**src/rtl/intr_arb_pkg.sv**
```systemverilog
// Package: shared sizes, the direction type and the active-line mask helper.
// Assumes: no more than MAX_LINES lines are ever configured.
package intr_arb_pkg;

    localparam int MAX_LINES = 16;
    localparam int LINE_W    = $clog2(MAX_LINES);
    localparam int SLOT_SH   = 3;   // each line owns an 8-byte vector slot
    localparam int TX_OFFS   = 4;   // transmit entry sits half-way into the slot

    typedef enum logic [0:0] {
        DIR_RX = 1'b0,
        DIR_TX = 1'b1
    } arb_dir_e;

    // Mask with one bit for each line below n.
    function automatic logic [MAX_LINES-1:0] active_lines(input int n);
        logic [MAX_LINES-1:0] m;
        for (int i = 0; i < MAX_LINES; i++) begin
            m[i] = (i < n);
        end
        return m;
    endfunction

endpackage

```
**src/rtl/line_pending_mask.sv**
```systemverilog
// Module: line_pending_mask
// Holds one pending bit per line for one direction.
// A set strobe beats both the clear strobe and the acknowledge clear of the same line.
// Assumes: lines at or above NUM_LINES are not built and read as zero.
module line_pending_mask
    import intr_arb_pkg::*;
#(
    parameter int NUM_LINES = MAX_LINES
) (
    input  logic                 clk,
    input  logic                 rst_n,
    input  logic [MAX_LINES-1:0] set_i,
    input  logic [MAX_LINES-1:0] clr_i,
    input  logic [MAX_LINES-1:0] take_i,
    output logic [MAX_LINES-1:0] pend_o,
    output logic                 any_o
);

    for (genvar g = 0; g < MAX_LINES; g++) begin : g_line
        if (g < NUM_LINES) begin : g_active
            // Purpose: update this line's pending bit, with set taking priority.
            always_ff @(posedge clk) begin
                if (!rst_n) begin
                    pend_o[g] <= 1'b0;
                end else if (set_i[g]) begin
                    pend_o[g] <= 1'b1;
                end else if (clr_i[g] || take_i[g]) begin
                    pend_o[g] <= 1'b0;
                end
            end
        end else begin : g_idle
            logic unused_strobes;
            assign unused_strobes = set_i[g] ^ clr_i[g] ^ take_i[g];
            assign pend_o[g]      = 1'b0;
        end
    end

    // Purpose: the master request follows the OR of the pending bits.
    assign any_o = |pend_o;

endmodule

```
**src/rtl/lowest_first_picker.sv**
```systemverilog
// Module: lowest_first_picker
// Finds the lowest-numbered set bit of a request vector.
// Returns its index and a one-hot mask of it.
// Assumes: purely combinational; the caller registers the results.
module lowest_first_picker
    import intr_arb_pkg::*;
(
    input  logic [MAX_LINES-1:0] req_i,
    output logic                 hit_o,
    output logic [LINE_W-1:0]    idx_o,
    output logic [MAX_LINES-1:0] onehot_o
);

    // Purpose: scan from the top down so the lowest set bit is written last.
    always_comb begin
        hit_o    = 1'b0;
        idx_o    = '0;
        onehot_o = '0;
        for (int i = MAX_LINES - 1; i >= 0; i--) begin
            if (req_i[i]) begin
                hit_o    = 1'b1;
                idx_o    = LINE_W'(i);
                onehot_o = '0;
                onehot_o[i] = 1'b1;
            end
        end
    end

endmodule

```
**src/rtl/vector_former.sv**
```systemverilog
// Module: vector_former
// Registers the interrupt vector for a served acknowledge.
// The vector is the base plus the line's slot, plus the transmit offset for the transmit direction.
// It is zero when the acknowledged direction had nothing pending.
// Assumes: VEC_W is wide enough for base plus the largest slot offset.
module vector_former
    import intr_arb_pkg::*;
#(
    parameter int VEC_W = 16
) (
    input  logic              clk,
    input  logic              rst_n,
    input  logic              serve_i,
    input  arb_dir_e          dir_i,
    input  logic              hit_i,
    input  logic [LINE_W-1:0] idx_i,
    input  logic [VEC_W-1:0]  base_i,
    output logic [VEC_W-1:0]  vec_o
);

    logic [VEC_W-1:0] slot_offs;
    logic [VEC_W-1:0] dir_offs;

    // Purpose: byte offset of the winning line's entry.
    always_comb begin
        slot_offs = VEC_W'(idx_i) << SLOT_SH;
        dir_offs  = (dir_i == DIR_TX) ? VEC_W'(TX_OFFS) : '0;
    end

    // Purpose: capture the vector on a served acknowledge and hold it otherwise.
    always_ff @(posedge clk) begin
        if (!rst_n) begin
            vec_o <= '0;
        end else if (serve_i) begin
            vec_o <= hit_i ? (base_i + slot_offs + dir_offs) : '0;
        end
    end

endmodule

```
**src/rtl/intr_vector_arbiter.sv**
```systemverilog
// Module: intr_vector_arbiter (top)
// Two pending masks, one for receive and one for transmit, each with a lowest-first picker.
// One vector register is shared by both directions.
// Receive wins when both acknowledges arrive together; the transmit acknowledge is then dropped.
// Assumes: 1 <= NUM_LINES <= 16; the strobes are single-cycle and synchronous to clk.
module intr_vector_arbiter
    import intr_arb_pkg::*;
#(
    parameter int NUM_LINES = 16,
    parameter int VEC_W     = 16
) (
    input  logic                 clk,
    input  logic                 rst_n,
    input  logic [MAX_LINES-1:0] rx_set,
    input  logic [MAX_LINES-1:0] rx_clr,
    input  logic [MAX_LINES-1:0] tx_set,
    input  logic [MAX_LINES-1:0] tx_clr,
    input  logic                 rx_ack,
    input  logic                 tx_ack,
    input  logic [VEC_W-1:0]     base_vec,
    output logic                 rx_irq,
    output logic                 tx_irq,
    output logic [VEC_W-1:0]     vec_out
);

    localparam int EFF_LINES = (NUM_LINES < 1) ? 1 :
                               (NUM_LINES > MAX_LINES) ? MAX_LINES : NUM_LINES;

    logic [MAX_LINES-1:0] rx_pend_q, tx_pend_q;
    logic [MAX_LINES-1:0] rx_win, tx_win;
    logic [MAX_LINES-1:0] rx_take, tx_take;
    logic [LINE_W-1:0]    rx_idx, tx_idx;
    logic                 rx_hit, tx_hit;
    logic                 tx_served;
    logic                 serve;
    arb_dir_e             serve_dir;
    logic                 serve_hit;
    logic [LINE_W-1:0]    serve_idx;

    // Purpose: the transmit acknowledge counts only when receive is not acknowledged in the same cycle.
    always_comb begin
        tx_served = tx_ack && !rx_ack;
        rx_take   = rx_ack    ? rx_win : '0;
        tx_take   = tx_served ? tx_win : '0;
        serve     = rx_ack || tx_ack;
        serve_dir = rx_ack ? DIR_RX : DIR_TX;
        serve_hit = rx_ack ? rx_hit : tx_hit;
        serve_idx = rx_ack ? rx_idx : tx_idx;
    end

    line_pending_mask #(.NUM_LINES(EFF_LINES)) u_rx_mask (
        .clk    (clk),
        .rst_n  (rst_n),
        .set_i  (rx_set),
        .clr_i  (rx_clr),
        .take_i (rx_take),
        .pend_o (rx_pend_q),
        .any_o  (rx_irq)
    );

    line_pending_mask #(.NUM_LINES(EFF_LINES)) u_tx_mask (
        .clk    (clk),
        .rst_n  (rst_n),
        .set_i  (tx_set),
        .clr_i  (tx_clr),
        .take_i (tx_take),
        .pend_o (tx_pend_q),
        .any_o  (tx_irq)
    );

    lowest_first_picker u_rx_pick (
        .req_i    (rx_pend_q),
        .hit_o    (rx_hit),
        .idx_o    (rx_idx),
        .onehot_o (rx_win)
    );

    lowest_first_picker u_tx_pick (
        .req_i    (tx_pend_q),
        .hit_o    (tx_hit),
        .idx_o    (tx_idx),
        .onehot_o (tx_win)
    );

    vector_former #(.VEC_W(VEC_W)) u_vec (
        .clk     (clk),
        .rst_n   (rst_n),
        .serve_i (serve),
        .dir_i   (serve_dir),
        .hit_i   (serve_hit),
        .idx_i   (serve_idx),
        .base_i  (base_vec),
        .vec_o   (vec_out)
    );

endmodule

```
**config.mk**
```make
export PLATFORM = sky130hd
export DESIGN_NAME = intr_vector_arbiter
export DESIGN_NICKNAME = d
export VERILOG_FILES = /design/src/rtl/intr_arb_pkg.sv /design/src/rtl/line_pending_mask.sv /design/src/rtl/lowest_first_picker.sv /design/src/rtl/vector_former.sv /design/src/rtl/intr_vector_arbiter.sv
export SDC_FILE = /design/constraint.sdc
export NUM_CORES = 1
export LEC_CHECK = 0
export BUFFER_PORTS_ARGS = -buffer_cell sky130_fd_sc_hd__buf_2
export CORE_UTILIZATION = 53
export DETAILED_ROUTE_END_ITERATION = 16
export HOLD_SLACK_MARGIN = 0.15
export PLACE_DENSITY_LB_ADDON = 0.12
export SKIP_CTS_REPAIR_TIMING = 1
export SLEW_MARGIN = 20
export SYNTH_ARGS = -nofsm -noshare
export SYNTH_HDL_FRONTEND = slang
export SYNTH_SLANG_ARGS = --single-unit
```
**constraint.sdc**
```tcl
create_clock -name clk -period 5.6 [get_ports clk]
set_clock_uncertainty 0.2 [all_clocks]
set_input_delay 0 -clock clk [delete_from_list [all_inputs] [get_ports clk]]
set_output_delay 0 -clock clk [all_outputs]
set_load 0.01 [all_outputs]
```
### After elaboration in Yosys (flattened, before gate mapping)

Cells that the tools add are included.
W data, S select, Z words.

| word-level totals | value |
|---|---|
| bits in registers | 48 |
| bits in latches | 0 |
| memory bits (writable) | 0 |
| bits in read-only memories | 0 |
| word-level logic and storage cells | 270 |
| memories | 0 |

| operators by class | value |
|---|---|
| add/sub/neg operators | 2 |
| $mul | 0 |
| divide/modulo/power cells | 0 |
| magnitude comparators | 0 |
| eq/ne operators | 0 |
| shift-type cells | 0 |
| muxes and demuxes | 166 |
| bitwise logic cells | 0 |
| reduce and logical (&&, ||, !) cells | 69 |

Operators with widths:

| operator | number |
|---|---|
| $mux W16 | 35 |
| $mux W4 | 33 |
| $mux W1 | 97 |
| $reduce_bool A2 Y1 | 32 |
| $logic_or A1 B1 Y1 | 33 |
| $reduce_or A16 Y1 | 2 |
| $add A16 B16 Y16 | 1 |
| $add A16 B7 Y16 | 1 |
| $mux W3 | 1 |
| $logic_and A1 B1 Y1 | 1 |
| $logic_not A1 Y1 | 1 |

### Depth between registers and ports, before layout

| depth | value |
|---|---|
| depth in word-level cells | 20 |
| gate-level depth with buffers | 11 |
| depth with buffers taken out | 11 |

### Modules after synthesis

A second synthesis with hierarchy kept.

| unflattened totals | value |
|---|---|
| cells, all modules | 378 |
| area total of the unflattened synthesis | 3248.1 um^2 |

Modules (own cells, without submodules):

| module | times used | cells each | area each (um^2) |
|---|---|---|---|
| line_pending_mask | 2 | 55 | 625.6 |
| vector_former | 1 | 118 | 977.2 |
| lowest_first_picker | 2 | 53 | 322.8 |
| intr_vector_arbiter | 1 | 44 | 374.1 |

### Worst setup path before layout

No wires, ideal clock.

| timing | value |
|---|---|
| path type | reg-to-reg |
| start point | register u_rx_mask.pend_o[8] |
| end point | register u_vec.vec_o[13] |
| library setup time | 0.066 ns |
| data arrival time | 2.532 ns |
| required time | 5.334 ns |
| setup slack | 2.802 ns |
| stages on the path, launching flop included | 12 |
| cells stage by stage | dfxtp_1 > clkbuf_1 > nor2_1 > a211oi_1 > o31ai_1 > a22o_1 > ha_1 > nand2_1 > o211a_1 > or4_1 > a21o_1 > a21boi_2 |

| on the way | value |
|---|---|
| longest elaborated chain between the ends | 13 |

Ends and longest elaborated chain:

| what | line | text |
|---|---|---|
| from (decl) | line_pending_mask.sv:15 | `output logic [MAX_LINES-1:0] pend_o,` |
| from (signal, indexed assignment) | line_pending_mask.sv:24 | `pend_o[g] <= 1'b0;` |
| from (signal, indexed assignment) | line_pending_mask.sv:26 | `pend_o[g] <= 1'b1;` |
| from (signal, indexed assignment) | line_pending_mask.sv:28 | `pend_o[g] <= 1'b0;` |
| $mux W4 (9 in a row) | lowest_first_picker.sv:20 | `if (req_i[i]) begin` |
| $mux W4 | intr_vector_arbiter.sv:48 | `serve_idx = rx_ack ? rx_idx : tx_idx;` |
| $add A16 B7 Y16 | vector_former.sv:35 | `vec_o <= hit_i ? (base_i + slot_offs + dir_offs) : '0;` |
| $add A16 B16 Y16 | vector_former.sv:35 |  |
| $mux W16 * | vector_former.sv:35 |  |
| to (signal assigned) | vector_former.sv:35 |  |
| to (decl) | vector_former.sv:18 | `output logic [VEC_W-1:0] vec_o` |

Mark *: on every way between the ends. The rest lies on a longest branch, timed or not.
A chain may end at the register's enable or synchronous reset.

### Worst setup path in the final report

| timing | value |
|---|---|
| start point | register u_rx_mask.pend_o[4] |
| end point | register u_vec.vec_o[12] |

| on the way | value |
|---|---|
| longest elaborated chain between the ends | 9 |

Ends and longest elaborated chain:

| what | line |
|---|---|
| $mux W4 (5 in a row) | lowest_first_picker.sv:20 |
| $mux W4 | intr_vector_arbiter.sv:48 |
| $add A16 B7 Y16 | vector_former.sv:35 |
| $add A16 B16 Y16 | vector_former.sv:35 |
| $mux W16 * | vector_former.sv:35 |

Marks and branches as above.

==> flow_metrics.py <==
metrics = {
    "outcome": {
        "outcome": "completed",
    },
    "drt": {
        "viasPerCell": 5.75,
        "wl_per_cell_um": 16.2,
        "initialDrtViolationCount": 275,
        "wl_um": 9220,
        "drc_errors": 0,
        "vias": 3271,
        "ant_nets": 0,
        "drt_first_pass_iters": 5,
    },
    "clocking": {
        "clkTransAtPathRegs_ns": 0.09,
        "cts_buffer_depth": 2,
        "cts_tree": "built",
        "htree_levels": 2,
        "cts_buffers": 5,
        "cts_num_sinks": 48,
        "cts-root-buf": "clkbuf_8",
        "clock_latency_ns": 0.30,
    },
    "placement": {
        "hpwl_um": 4900,
        "dpl_cell_area_sq_um": 3190,
        "dp_cells": 465,
        "port_buffers": 101,
        "place.gp.congestion": 0.836,
        "dp_slack_ns": 2.39,
    },
    "critical_path": {
        "path_class": "reg2reg",
        "worstPathArrival_ns": 3.98,
        "startpoint_type": "flip-flop",
        "critical_path_required_ns": 5.65,
        "crit_path_end_kind": "flip-flop",
        "crit_fanout": 11,
    },
    "global_route": {
        "antenna_found_initial": 0,
        "overflow": 0,
        "track_usage_pct": 23.8,
        "grt_pass1_wl_um": 9850,
        "grt_pass1_vias": 2278,
        "grt_max_degree": 39,
    },
    "logic_synthesis": {
        "yosysTopAreaCell": "dfxtp_1",
        "async_flop_share_pct": 0,
        "synth-seq-cells": 48,
        "ys_seq_area_share_pct": 36.5,
        "synth_edf_count": 0,
        "synth_top_cell_area_share_pct": 36.5,
        "synth_area_leaders": "dfxtp_1 (36%), o21a_1 (7.7%), nor3b_1 (5.7%)",
        "yosysUniqueCellTypes": 45,
        "synthCells": 306,
        "syn_nets": 397,
        "synth_warnings": 0,
        "syn_area_sq_um": 2640,
        "yosys_most_used_dff": "dfxtp_1",
        "synth.avg_cell_area_sq_um": 8.61,
    },
    "layout": {
        "nFillCells": 242,
        "fin_nets": 593,
        "final_cells": 569,
        "drive_gt1_share_pct": 23.3,
        "fin_area_sq_um": 4260,
        "syn2layout_area_growth_pct": 61.5,
        "antenna_cells": 0,
    },
    "die": {
        "num_io_pins": 102,
        "die_y_um": 72.5,
        "die-width_um": 72.5,
        "rows": 25,
        "start_util_pct": 55.4,
        "dieArea_sq_um": 5260,
        "core_sq_um": 4750,
    },
    "flow_run": {
        "maxCapViolations": 0,
    },
    "timing": {
        "layout_min_cycle_time_ns": 3.93,
        "slew_headroom_pct": 53.8,
        "hold_violations": 0,
        "rsz0062_at_grt": "no",
        "hold_ws_ns": 0.0968,
        "finalSetupViolations": 0,
        "setup_ws_ns": 1.67,
        "tightest_slew_ns": 0.693,
        "fin_tns_setup_ns": 0,
        "finalCritPeriodShare_pct": 70.1,
        "max_freq_mhz": 255,
        "drv_slew": 0,
    },
    "power": {
        "p_leak_uw": 0.00187,
        "powerDensity_nw_per_um2": 205,
        "ir_worst_vdd_mv": 0.190,
    },
    "hold_path": {
        "hold_class": "in2reg",
    },
}
kinds of logic (layout without fill, tap and decap cells):
| logic type | Yosys count | count (layout) | synth area share, % |
|---|---|---|---|
| buf+inv | 26 | 222 | 3.75 |
| xor+xnor | 9 | 9 | 2.99 |
| compound gates | 95 | 95 | 26.3 |
| flops | 48 | 48 | 36.5 |
| simple gates | 121 | 121 | 26.9 |
| fa+ha+maj | 7 | 7 | 3.61 |
state kept, by name, summed over array words and instances, names as in the netlist:
| signal | count |
|---|---|
| u_rx_mask.pend_o | 16 |
| u_tx_mask.pend_o | 16 |
| u_vec.vec_o | 16 |
cell usage after synthesis, types with 4 or more instances:
cell type / n
nand2_1: 21
nor4_1: 10
nor3_1: 15
dfxtp_1: 48
inv_1: 17
ha_1: 6
xnor2_1: 8
a211oi_1: 5
nand4_1: 4
nor3b_1: 20
nand3_1: 4
a31oi_1: 6
a22o_1: 7
a21o_1: 6
nor2b_1: 12
o21a_1: 27
o21ai_0: 12
nor2_1: 22
a21oi_1: 9
o31ai_1: 5
clkbuf_1: 8
placed cells by master, fill, tap and decap left out, types with 4 or more instances in the layout:
cell type,synthesis,final
nor2b_1,12,12
o31ai_1,5,5
nand4_1,4,4
inv_1,17,17
nand3_1,4,4
xnor2_1,8,8
nand2_1,21,21
a21oi_1,9,9
a21o_1,6,6
o21ai_0,12,12
o21a_1,27,27
nor3_1,15,15
ha_1,6,6
a22o_1,7,7
clkbuf_8,0,7
a211oi_1,5,5
nor2_1,22,22
nor3b_1,20,20
dlygate4sd3_1,0,97
dfxtp_1,48,48
buf_2,1,101
nor4_1,10,10
a31oi_1,6,6
worst paths after layout:
check             slack (ns)         endpoint                start  cells past startpoint
setup / recovery        1.67  u_vec.vec_o[12]  u_rx_mask.pend_o[4]                     10
setup reg to reg        1.67  u_vec.vec_o[12]  u_rx_mask.pend_o[4]                     10
hold reg to reg         0.25   u_vec.vec_o[8]       u_vec.vec_o[8]                      2
hold / removal           0.1   u_vec.vec_o[5]               rx_ack                      3
report_power, final:
part           switching (uW)  internal, uW  total (uW)
logic                     110           140         250
clock network             113           110         223
registers                30.1           368         398
layout make-up:
class | instances | area (sq um) | share of cell area [%]
Tap cell | 67 | 83.8 | 1.97
Multi-Input combinational cell | 232 | 1580 | 37.0
Timing Repair Buffer | 198 | 1480 | 34.7
Clock buffer | 7 | 96.3 | 2.26
Sequential cell | 48 | 961 | 22.6
Inverter | 17 | 63.8 | 1.50
metrics by stage:
step / total power, uW / utilization (%)
final: 871 / 89.5
after floorplan: 510 / -
after global placement: 573 / 67.1
after CTS: 795 / 69.1
after detailed placement: 577 / 67.1
after global routing: 912 / 89.5
routing by layer:
metal	share of wire, %	track usage [%]	up-vias
met5	0	0	-
li1	-	-	1520
met2	49	38.3	213
met3	8.0	5.69	36
met4	3.7	6.75	0
met1	39	31.7	1502
worst max-delay path, cell delays in order, from the launching register on:
cell           delay (ns)
dfxtp_1              0.39
nor4_1               0.56
nand3_1              0.50
o32ai_1              0.29
ha_1                 0.35
a41o_2               0.30
a21oi_1              0.31
o21ai_0              0.16
a21o_1               0.17
a21boi_1             0.12
dlygate4sd3_1        0.55
Power figures use the tool's default switching activity.
